==> config.mk <==
export PLATFORM = sky130hd
export DESIGN_NAME = hart_timer_unit
export DESIGN_NICKNAME = d
export VERILOG_FILES = /design/src/rtl/hart_timer_pkg.sv /design/src/rtl/htu_ctrl.sv /design/src/rtl/htu_datapath.sv /design/src/rtl/hart_timer_unit.sv
export SDC_FILE = /design/constraint.sdc
export NUM_CORES = 1
export LEC_CHECK = 0
export BUFFER_PORTS_ARGS = -buffer_cell sky130_fd_sc_hd__buf_2
export CORE_MARGIN = 10
export CORE_UTILIZATION = 35
export CTS_BUF_LIST = sky130_fd_sc_hd__clkbuf_4 sky130_fd_sc_hd__clkbuf_8
export DETAILED_ROUTE_END_ITERATION = 8
export GPL_TIMING_DRIVEN = 0
export PLACE_DENSITY = 0.62
export SYNTH_ARGS = -nofsm -noshare
export SYNTH_HDL_FRONTEND = slang
export SYNTH_SLANG_ARGS = --single-unit
==> constraint.sdc <==
create_clock -name clk -period 5.5 [get_ports clk]
set_clock_uncertainty 0.1 [all_clocks]
set_input_delay 1.1 -clock clk [delete_from_list [all_inputs] [get_ports clk]]
set_output_delay 1.1 -clock clk [all_outputs]
set_load 0.05 [all_outputs]
==> src/rtl/hart_timer_pkg.sv <==
package hart_timer_pkg;

  localparam logic [15:0] SOFT_OFS = 16'h0000;
  localparam logic [15:0] CMP_OFS  = 16'h4000;
  localparam logic [15:0] TIME_OFS = 16'hBFF8;

  localparam int DATA_W = 64;

  // strobes from decode control to the register datapath
  typedef struct packed {
    logic wrSoft;
    logic wrCmp;
    logic rdSoft;
    logic rdCmp;
    logic rdTime;
  } htuStrobe_t;

endpackage

==> src/rtl/htu_ctrl.sv <==
module htu_ctrl
  import hart_timer_pkg::*;
#(
  parameter int ADDR_W = 16
) (
  input  logic              clk,
  input  logic              rstN,
  input  logic              reqValid,
  input  logic              reqWrite,
  input  logic [ADDR_W-1:0] reqAddr,
  input  logic [3:0]        reqWidth,
  output htuStrobe_t        strobe,
  output logic              loadFault,
  output logic              storeFault
);

  logic hitSoft, hitCmp, hitTime;
  logic readOk, writeOk;
  logic isRead, isWrite;

  always_comb begin
    hitSoft = (reqAddr == ADDR_W'(SOFT_OFS)) && (reqWidth == 4'd4 || reqWidth == 4'd8);
    hitCmp  = (reqAddr == ADDR_W'(CMP_OFS))  && (reqWidth == 4'd8);
    hitTime = (reqAddr == ADDR_W'(TIME_OFS)) && (reqWidth == 4'd8);
    readOk  = hitSoft | hitCmp | hitTime;
    writeOk = hitSoft | hitCmp;
    isRead  = reqValid & ~reqWrite;
    isWrite = reqValid &  reqWrite;
  end

  always_comb begin
    strobe.wrSoft = isWrite & hitSoft;
    strobe.wrCmp  = isWrite & hitCmp;
    strobe.rdSoft = isRead  & hitSoft;
    strobe.rdCmp  = isRead  & hitCmp;
    strobe.rdTime = isRead  & hitTime;
    loadFault     = isRead  & ~readOk;
    storeFault    = isWrite & ~writeOk;
  end

  AST_FAULT_EXCL: assert property (@(posedge clk) disable iff (!rstN)
    !(loadFault && storeFault));
  AST_IDLE_QUIET: assert property (@(posedge clk) disable iff (!rstN)
    !reqValid |-> (strobe == '0 && !loadFault && !storeFault));
  AST_WRITE_ONEHOT: assert property (@(posedge clk) disable iff (!rstN)
    $onehot0({strobe.wrSoft, strobe.wrCmp, storeFault}));
  AST_READ_ONEHOT: assert property (@(posedge clk) disable iff (!rstN)
    $onehot0({strobe.rdSoft, strobe.rdCmp, strobe.rdTime, loadFault}));

endmodule

==> src/rtl/htu_datapath.sv <==
module htu_datapath
  import hart_timer_pkg::*;
#(
  parameter int TICK_DIV = 4
) (
  input  logic              clk,
  input  logic              rstN,
  input  logic              tickEn,
  input  htuStrobe_t        strobe,
  input  logic [DATA_W-1:0] wrData,
  output logic [DATA_W-1:0] rdData,
  output logic              softPend,
  output logic              timerHit
);

  logic [DATA_W-1:0] cmpReg;
  logic [DATA_W-1:0] timeReg;
  logic              stepNow;

  generate
    if (TICK_DIV > 1) begin : gPre
      localparam int PRE_W = $clog2(TICK_DIV);
      localparam logic [PRE_W-1:0] PRE_LAST = PRE_W'(TICK_DIV - 1);
      logic [PRE_W-1:0] preCnt;
      always_ff @(posedge clk) begin
        if (!rstN) preCnt <= '0;
        else if (tickEn) preCnt <= (preCnt == PRE_LAST) ? '0 : preCnt + 1'b1;
      end
      assign stepNow = tickEn && (preCnt == PRE_LAST);
    end else begin : gNoPre
      assign stepNow = tickEn;
    end
  endgenerate

  always_ff @(posedge clk) begin
    if (!rstN) begin
      softPend <= 1'b0;
      cmpReg   <= '1;
      timeReg  <= '0;
    end else begin
      if (strobe.wrSoft) softPend <= wrData[0];
      if (strobe.wrCmp)  cmpReg   <= wrData;
      if (stepNow)       timeReg  <= timeReg + 1'b1;
    end
  end

  always_comb begin
    rdData = '0;
    if (strobe.rdSoft)      rdData = {{(DATA_W-1){1'b0}}, softPend};
    else if (strobe.rdCmp)  rdData = cmpReg;
    else if (strobe.rdTime) rdData = timeReg;
  end

  assign timerHit = (timeReg >= cmpReg);

  AST_SOFT_LOAD: assert property (@(posedge clk) disable iff (!rstN)
    strobe.wrSoft |=> softPend == $past(wrData[0]));
  AST_SOFT_HOLD: assert property (@(posedge clk) disable iff (!rstN)
    !strobe.wrSoft |=> $stable(softPend));
  AST_CMP_LOAD: assert property (@(posedge clk) disable iff (!rstN)
    strobe.wrCmp |=> cmpReg == $past(wrData));
  AST_CMP_HOLD: assert property (@(posedge clk) disable iff (!rstN)
    !strobe.wrCmp |=> $stable(cmpReg));
  AST_TIME_IDLE: assert property (@(posedge clk) disable iff (!rstN)
    !tickEn |=> $stable(timeReg));
  AST_TIME_STEP: assert property (@(posedge clk) disable iff (!rstN)
    tickEn |=> (timeReg == $past(timeReg) || timeReg == $past(timeReg) + 64'd1));

endmodule

==> src/rtl/hart_timer_unit.sv <==
module hart_timer_unit
  import hart_timer_pkg::*;
#(
  parameter int ADDR_W   = 16,
  parameter int TICK_DIV = 4
) (
  input  logic              clk,
  input  logic              rstN,
  input  logic              tickEn,
  input  logic              reqValid,
  input  logic              reqWrite,
  input  logic [ADDR_W-1:0] reqAddr,
  input  logic [3:0]        reqWidth,
  input  logic [63:0]       reqWdata,
  output logic [63:0]       rspRdata,
  output logic              rspLoadFault,
  output logic              rspStoreFault,
  output logic              swIrq,
  output logic              timerIrq
);

  htuStrobe_t strobe;

  htu_ctrl #(.ADDR_W(ADDR_W)) uCtrl (
    .clk       (clk),
    .rstN      (rstN),
    .reqValid  (reqValid),
    .reqWrite  (reqWrite),
    .reqAddr   (reqAddr),
    .reqWidth  (reqWidth),
    .strobe    (strobe),
    .loadFault (rspLoadFault),
    .storeFault(rspStoreFault)
  );

  htu_datapath #(.TICK_DIV(TICK_DIV)) uPath (
    .clk     (clk),
    .rstN    (rstN),
    .tickEn  (tickEn),
    .strobe  (strobe),
    .wrData  (reqWdata),
    .rdData  (rspRdata),
    .softPend(swIrq),
    .timerHit(timerIrq)
  );

  AST_FAULT_NO_DATA: assert property (@(posedge clk) disable iff (!rstN)
    rspLoadFault |-> rspRdata == 64'd0);
  AST_SOFT_READ_ZX: assert property (@(posedge clk) disable iff (!rstN)
    (reqValid && !reqWrite && reqAddr == ADDR_W'(SOFT_OFS) && !rspLoadFault)
      |-> rspRdata[63:1] == 63'd0);

endmodule

==> flow_summary.json, run 1 <==
{
  "status": "completed",
  "layout_common_cells": "sky130_fd_sc_hd__buf_2 (164), sky130_fd_sc_hd__dfxtp_1 (131), sky130_fd_sc_hd__nand2_1 (104)",
  "cells_traversed_along_the_worst_timing_path": "buf_2 > or4_1 > nor2_1 > nand3_1 > nor2_1 > clkbuf_1 > a22o_1 > buf_2",
  "die_area_sq_mm": 0.0282,
  "yosys_warnings": 0,
  "fmax_ghz": 0.194,
  "cp_top_family": "simple AND/OR/NAND/NOR gates",
  "final_max_slew_violation_count": 0,
  "synth_largest_area_cell": "sky130_fd_sc_hd__dfxtp_1",
  "layout.cells.most_common": "sky130_fd_sc_hd__buf_2",
  "core_area_sq_mm": 0.0217,
  "cts.reportedPaths.clkPinSlew_ns": 0.08,
  "timing.max_cap.violations": 0,
  "postCtsSetupRepairBufs": 0,
  "pin_count": 157,
  "clock_path_buffers": 2,
  "tritoncts.num_buffers": 17,
  "first_global_vias": 7009,
  "share_of_the_core_filled_with_cells_pct": 42.5,
  "synth_enable_flop_cells": 0,
  "post_drt_via_cell_ratio": 5.18,
  "slowest_delay_ns": 1.00,
  "pwr-share-comb_pct": 3.5,
  "power_per_cell_area_mw_per_mm2": 208,
  "power_spent_charging_and_discharging_nets_w": 0.000470,
  "critical_path.n_buffers_inverters": 3,
  "detail_route.wl_per_cell_um": 16.5,
  "antenna_cells": 0,
  "cpMaxStageDelayCell": "sky130_fd_sc_hd__nor2_1",
  "initial_core_util_pct": 35.3,
  "timing.setup.tns_ns": 0,
  "cell_types_occupying_the_most_area_after_synthesis": "sky130_fd_sc_hd__dfxtp_1 (34%), sky130_fd_sc_hd__ha_1 (11%), sky130_fd_sc_hd__a22o_1 (7.3%)",
  "worst_setup_path_end_kind": "primary output",
  "first_pass_grt_wire_length_mm": 36.1,
  "reg2reg_setup_slack_ns": 2.79,
  "vias": 7003,
  "antenna_violations_before_repair": 0,
  "layout_min_cycle_time_ns": 5.15,
  "synth_fp_nets": 1040,
  "ctsResizeCount": 0,
  "cts-hold-fix-buffers": 0,
  "grt.overflow.total": 0,
  "netlist_instances": 885,
  "grt.total_usage_pct": 15.5,
  "clock_power_share_pct": 46.9,
  "critPathKind": "in -> out",
  "finish.net_count": 1215,
  "internal-power_w": 0.00145,
  "number_of_search_and_repair_iterations_in_the_first_detailed_routing_pass": 5,
  "cts_tree": "built",
  "htree_num_levels": 4,
  "syn2layout_area_growth_pct": 20.3,
  "path_max_fanout": 10,
  "post-route-drc-count": 0,
  "clk_latency_ns": 0.46,
  "row_count": 54,
  "post-route-period-util_pct": 93.7,
  "buffer_ports.inserted": 156,
  "pre_cts_slack_ns": 0.355,
  "holdCritPathClass": "reg -> reg",
  "finalWeightedCongestion": 0.795,
  "drive_gt1_share_pct": 19.7,
  "power.ir.vdd_worst_v": 0.000127,
  "tightestPinTransition_ns": 1.33,
  "report.final.hold_viol_count": 0,
  "critical_path_arrival_ns": 3.95,
  "sw_frac_of_total_pct": 24.5,
  "worst-endpoint-required_ns": 4.30,
  "report.final.setup_viol": 0,
  "ys_dominant_reg_cell": "sky130_fd_sc_hd__dfxtp_1",
  "async_reset_ff_share_pct": 0,
  "start_kind": "input port",
  "die_w_um": 168,
  "die_span_in_y_um": 168,
  "initialDrtViolationCount": 437,
  "setup_slack_ns": 0.347,
  "post_synthesis_cell_area_sq_mm": 0.00766,
  "synth.avg_cell_area_sq_um": 8.66,
  "leakagePower_nw": 4.60,
  "wire_length_after_detailed_routing_mm": 22.3,
  "clockRootBuffer": "sky130_fd_sc_hd__clkbuf_8",
  "dp_hpwl_mm": 16.8,
  "report.power.total_w": 0.00192,
  "ys_types": 50,
  "drt.antenna.violating_nets": 0,
  "cts_sinks": 131,
  "grt_start_max_net_pins": 17,
  "maxSlewHeadroom_pct": 10.9,
  "ys_seq_area_share_pct": 34.2,
  "rsz0062_at_grt": "no",
  "synth-seq-cells": 131,
  "part_of_the_total_power_dissipated_in_sequential_elements_pct": 49.6,
  "yosys.area.top_type_share_pct": 34.2
}
-- per-stage QoR --
step / instances / area, sq um / hold WS, ns
global route: 1353 / 9220 / 0.440
global placement: 1321 / 8790 / 0.394
floorplan: 885 / 7660 / 0.368
CTS: 1353 / 9220 / 0.423
finish: 1353 / 9220 / 0.421
detailed placement: 1321 / 8790 / 0.406
-- kinds of logic (layout without fill, tap and decap cells) --
group / after synthesis / after routing / share of synthesized area [%]
xor+xnor: 56 / 56 / 6.40
flops: 131 / 131 / 34.2
buf+inv: 114 / 302 / 5.81
mux: 5 / 5 / 0.653
simple gates: 320 / 320 / 23.2
compound gates: 193 / 193 / 18.9
fa+ha+maj: 66 / 66 / 10.8
-- sequential cells by signal, indices dropped and copies added (netlist names) --
signal and count:
uPath.cmpReg 64, uPath.timeReg 64, uPath.gPre.preCnt 2, uPath.softPend 1
-- power by group through the flow --
stage               clock network (W)  registers, W  logic [W]
finish                       0.000900      0.000950  0.0000674
global route                 0.000958      0.000950  0.0000762
CTS                          0.000916      0.000950  0.0000686
detailed placement                  0      0.000972  0.0000683
global placement                    0      0.000972  0.0000679
floorplan                           0      0.000972  0.0000244
-- tightest hold or removal path, cell delays in order (launching register included) --
cell,delay (ns)
sky130_fd_sc_hd__dfxtp_1,0.32
sky130_fd_sc_hd__inv_1,0.07
sky130_fd_sc_hd__o211ai_1,0.09
-- area by class of cell --
type / instances / area (sq um)
clock buffers: 18 / 248
well taps: 280 / 350
repair buffers: 156 / 781
plain buffers: 44 / 183
flip-flops and latches: 131 / 2620
multi-input cells: 640 / 4600
inverters: 70 / 263
fillers: 2213 / 12500
clock inverters: 14 / 179
-- final timing paths --
path                   startpoint  cells after the start                 to
min              uPath.cmpReg[46]                      2   uPath.cmpReg[46]
max                    reqAddr[0]                      8       rspRdata[15]
max reg2reg  uPath.gPre.preCnt[0]                      7  uPath.timeReg[56]
min reg2reg      uPath.cmpReg[46]                      2   uPath.cmpReg[46]
-- cell usage after synthesis, drive strengths merged (12+ instances only) --
library cell  instances
nor2                 17
o211ai               63
xnor2                44
nand3                36
clkbuf               34
nand2               105
a21oi                22
and2                 52
and3                 14
xor2                 12
dfxtp               131
nand4                30
nor4                 12
ha                   66
a21o                 13
o21ai                12
inv                  70
a22o                 64
-- per-layer routing --
layer | GRT usage (%) | vias up | routed length, um
li1 | - | 3540 | -
met5 | 0 | - | 0
met1 | 19.6 | 3312 | 10400
met2 | 25.6 | 133 | 10500
met3 | 4.05 | 18 | 1130
met4 | 4.24 | 0 | 286
Power figures use the tool's default switching activity.
==> run 2: changes to the inputs <==
- CORE_ASPECT_RATIO: not set -> 1.4
- CORE_MARGIN: 10 -> 5
- SKIP_LAST_GASP: not set -> 1
==> run 2 against run 1 <==
Critical path depth stayed put. Wire length is 0.91% lower. Sequential share of layout area hardly changed. Register-to-register slack better by 0.05 ns. Non-clock buffer count stayed put. Maximum frequency is 2.8% higher. Worst hold slack worse by 0.0015 ns. Worst setup slack better by 0.14 ns. First-iteration DRC count is 16% lower. Global-route usage is 2.0 points higher. Critical endpoint is now rspRdata[8]. Largest power group unchanged. Highest routed layer unchanged.
==> flow_summary.json, run 2 (same netlist as run 1, synthesis figures left out) <==
{
  "status": "completed",
  "timing.max_cap.violations": 0,
  "ctsResizeCount": 0,
  "cts-hold-fix-buffers": 0,
  "reg2reg_setup_slack_ns": 2.84,
  "finish.net_count": 1215,
  "grt.overflow.total": 0,
  "worst_setup_path_end_kind": "primary output",
  "detail_route.wl_per_cell_um": 16.1,
  "layout_common_cells": "sky130_fd_sc_hd__buf_2 (164), sky130_fd_sc_hd__dfxtp_1 (131), sky130_fd_sc_hd__nand2_1 (104)",
  "antenna_cells": 0,
  "critPathKind": "in -> out",
  "met2_wirelength_mm": 11.7,
  "pin_count": 157,
  "clockRootBuffer": "sky130_fd_sc_hd__clkbuf_8",
  "start_kind": "input port",
  "post-place-cells": 1338,
  "critical_path.n_buffers_inverters": 3,
  "timing.hold.worst_endpoint": "uPath.cmpReg[59]",
  "die_area_sq_mm": 0.0250,
  "post_drt_via_cell_ratio": 5.15,
  "first_global_vias": 7006,
  "holdPathStages": 2,
  "final_max_slew_violation_count": 0,
  "start_point_of_the_worst_hold_path": "uPath.cmpReg[59]",
  "cp_top_family": "simple AND/OR/NAND/NOR gates",
  "tritoncts.num_buffers": 17,
  "initial_core_util_pct": 35.3,
  "antenna_violations_before_repair": 0,
  "cts_tree": "built",
  "critical_path_arrival_ns": 3.81,
  "cpMaxStageDelayCell": "sky130_fd_sc_hd__nor3_2",
  "crit_path_frequent_cell": "sky130_fd_sc_hd__buf_2",
  "grt.total_usage_pct": 17.5,
  "clk_latency_ns": 0.45,
  "slowest_delay_ns": 0.78,
  "pre_cts_slack_ns": 0.428,
  "postCtsSetupRepairBufs": 0,
  "finalWeightedCongestion": 0.822,
  "number_of_search_and_repair_iterations_in_the_first_detailed_routing_pass": 4,
  "largest_registers": "uPath.cmpReg (64), uPath.timeReg (64), uPath.gPre.preCnt (2)",
  "holdCritPathClass": "reg -> reg",
  "path_max_fanout": 10,
  "power.ir.vdd_worst_v": 0.000124,
  "die_w_um": 135,
  "timing.setup.tns_ns": 0,
  "cts.reportedPaths.clkPinSlew_ns": 0.07,
  "r2r_start": "uPath.gPre.preCnt[0]",
  "report.power.total_w": 0.00188,
  "leakagePower_nw": 4.60,
  "top_layer": "met4",
  "report.final.setup_viol": 0,
  "worst-endpoint-required_ns": 4.30,
  "row_count": 64,
  "cells_traversed_along_the_worst_timing_path": "buf_2 > or4_1 > nor2_1 > nand2_1 > nor3_2 > clkbuf_1 > a22o_1 > buf_2",
  "dp_hpwl_mm": 17.0,
  "report.final.hold_viol_count": 0,
  "maxSlewHeadroom_pct": 19.9,
  "post-route-period-util_pct": 91.2,
  "power_per_cell_area_mw_per_mm2": 204,
  "post_layout_nonfiller_instances": 1370,
  "reg2regPathDepth": 7,
  "cts_sinks": 131,
  "drive_gt1_share_pct": 19.7,
  "wl_met3_um": 706,
  "htree_num_levels": 4,
  "core_area_sq_mm": 0.0217,
  "grt_start_max_net_pins": 17,
  "layout.cells.most_common": "sky130_fd_sc_hd__buf_2",
  "die_span_in_y_um": 185,
  "initialDrtViolationCount": 368,
  "drt.antenna.violating_nets": 0,
  "clock_path_buffers": 2,
  "m1WireLength_mm": 9.11,
  "rsz0062_at_grt": "no",
  "setup_slack_ns": 0.486,
  "tightestPinTransition_ns": 1.19,
  "vias": 7061,
  "wire_length_after_detailed_routing_mm": 22.1,
  "critical_path.reg2reg.endpoint": "uPath.timeReg[28]",
  "fmax_ghz": 0.199,
  "first_pass_grt_wire_length_mm": 35.0,
  "post-route-drc-count": 0,
  "syn2layout_area_growth_pct": 20.4,
  "layout_min_cycle_time_ns": 5.01,
  "buffer_ports.inserted": 156
}
==> run 2: cell types whose count changed in the layout (fill, tap and decap cells not counted) <==
cell | previous run | this run
sky130_fd_sc_hd__inv_6 | 3 | 1
sky130_fd_sc_hd__clkinv_2 | 1 | 4
sky130_fd_sc_hd__clkbuf_4 | 0 | 1
sky130_fd_sc_hd__clkinvlp_4 | 3 | 4
sky130_fd_sc_hd__clkinv_4 | 4 | 1
==> run 2: how the worst max path moves through the flow <==
stage	startpoint	to	slack, ns	depth (start not counted)
after global placement	reqAddr[0]	rspRdata[8]	0.38	8
after global routing	reqAddr[0]	rspRdata[8]	0.24	8
after floorplan	reqAddr[0]	rspRdata[0]	1.17	6
after detailed placement	reqAddr[0]	rspRdata[21]	0.43	8
after CTS	reqAddr[0]	rspRdata[8]	0.43	8
final	reqAddr[0]	rspRdata[8]	0.49	8
==> run 2: cell type report <==
| type | count | area (sq um) |
|---|---|---|
| Multi-Input combinational cell | 640 | 4600 |
| Tap cell | 297 | 372 |
| Fill cell | 2265 | 12500 |
| Sequential cell | 131 | 2620 |
| Clock buffer | 19 | 255 |
| Buffer | 44 | 183 |
| Timing Repair Buffer | 156 | 781 |
| Inverter | 70 | 263 |
| Clock inverter | 13 | 158 |
==> run 2: routing by layer <==
metal	GRT usage, %	vias to the layer above
met5	0	-
met4	6.09	0
met3	3.23	42
met2	32.7	140
met1	19.9	3354
li1	-	3525
==> run 2: worst reg2reg max path, cell delays in order (launching register included) <==
cell,delay [ns]
sky130_fd_sc_hd__dfxtp_1,0.36
sky130_fd_sc_hd__ha_1,0.20
sky130_fd_sc_hd__nand2_2,0.14
sky130_fd_sc_hd__or4_4,0.55
sky130_fd_sc_hd__nor2_1,0.65
sky130_fd_sc_hd__nand4_1,0.22
sky130_fd_sc_hd__xnor2_1,0.17
sky130_fd_sc_hd__and2_1,0.16
==> run 2: per-stage QoR <==
stage                     area [sq um]  hold slack (ns)  util [%]
after floorplan                   7660            0.368         -
after global placement            8820            0.402      40.6
after detailed placement          8820            0.412      40.6
after CTS                         9230            0.424      42.5
after global routing              9230            0.437      42.5
final                             9230            0.419      42.5
==> run 2: where the power goes <==
| part | internal [W] | leakage (nW) | switching, W |
|---|---|---|---|
| logic | 0.0000321 | 3.34 | 0.0000363 |
| clock network | 0.000463 | 0.201 | 0.000402 |
| registers | 0.000949 | 1.06 | 0.00000102 |
| total | 0.00144 | 4.60 | 0.000439 |
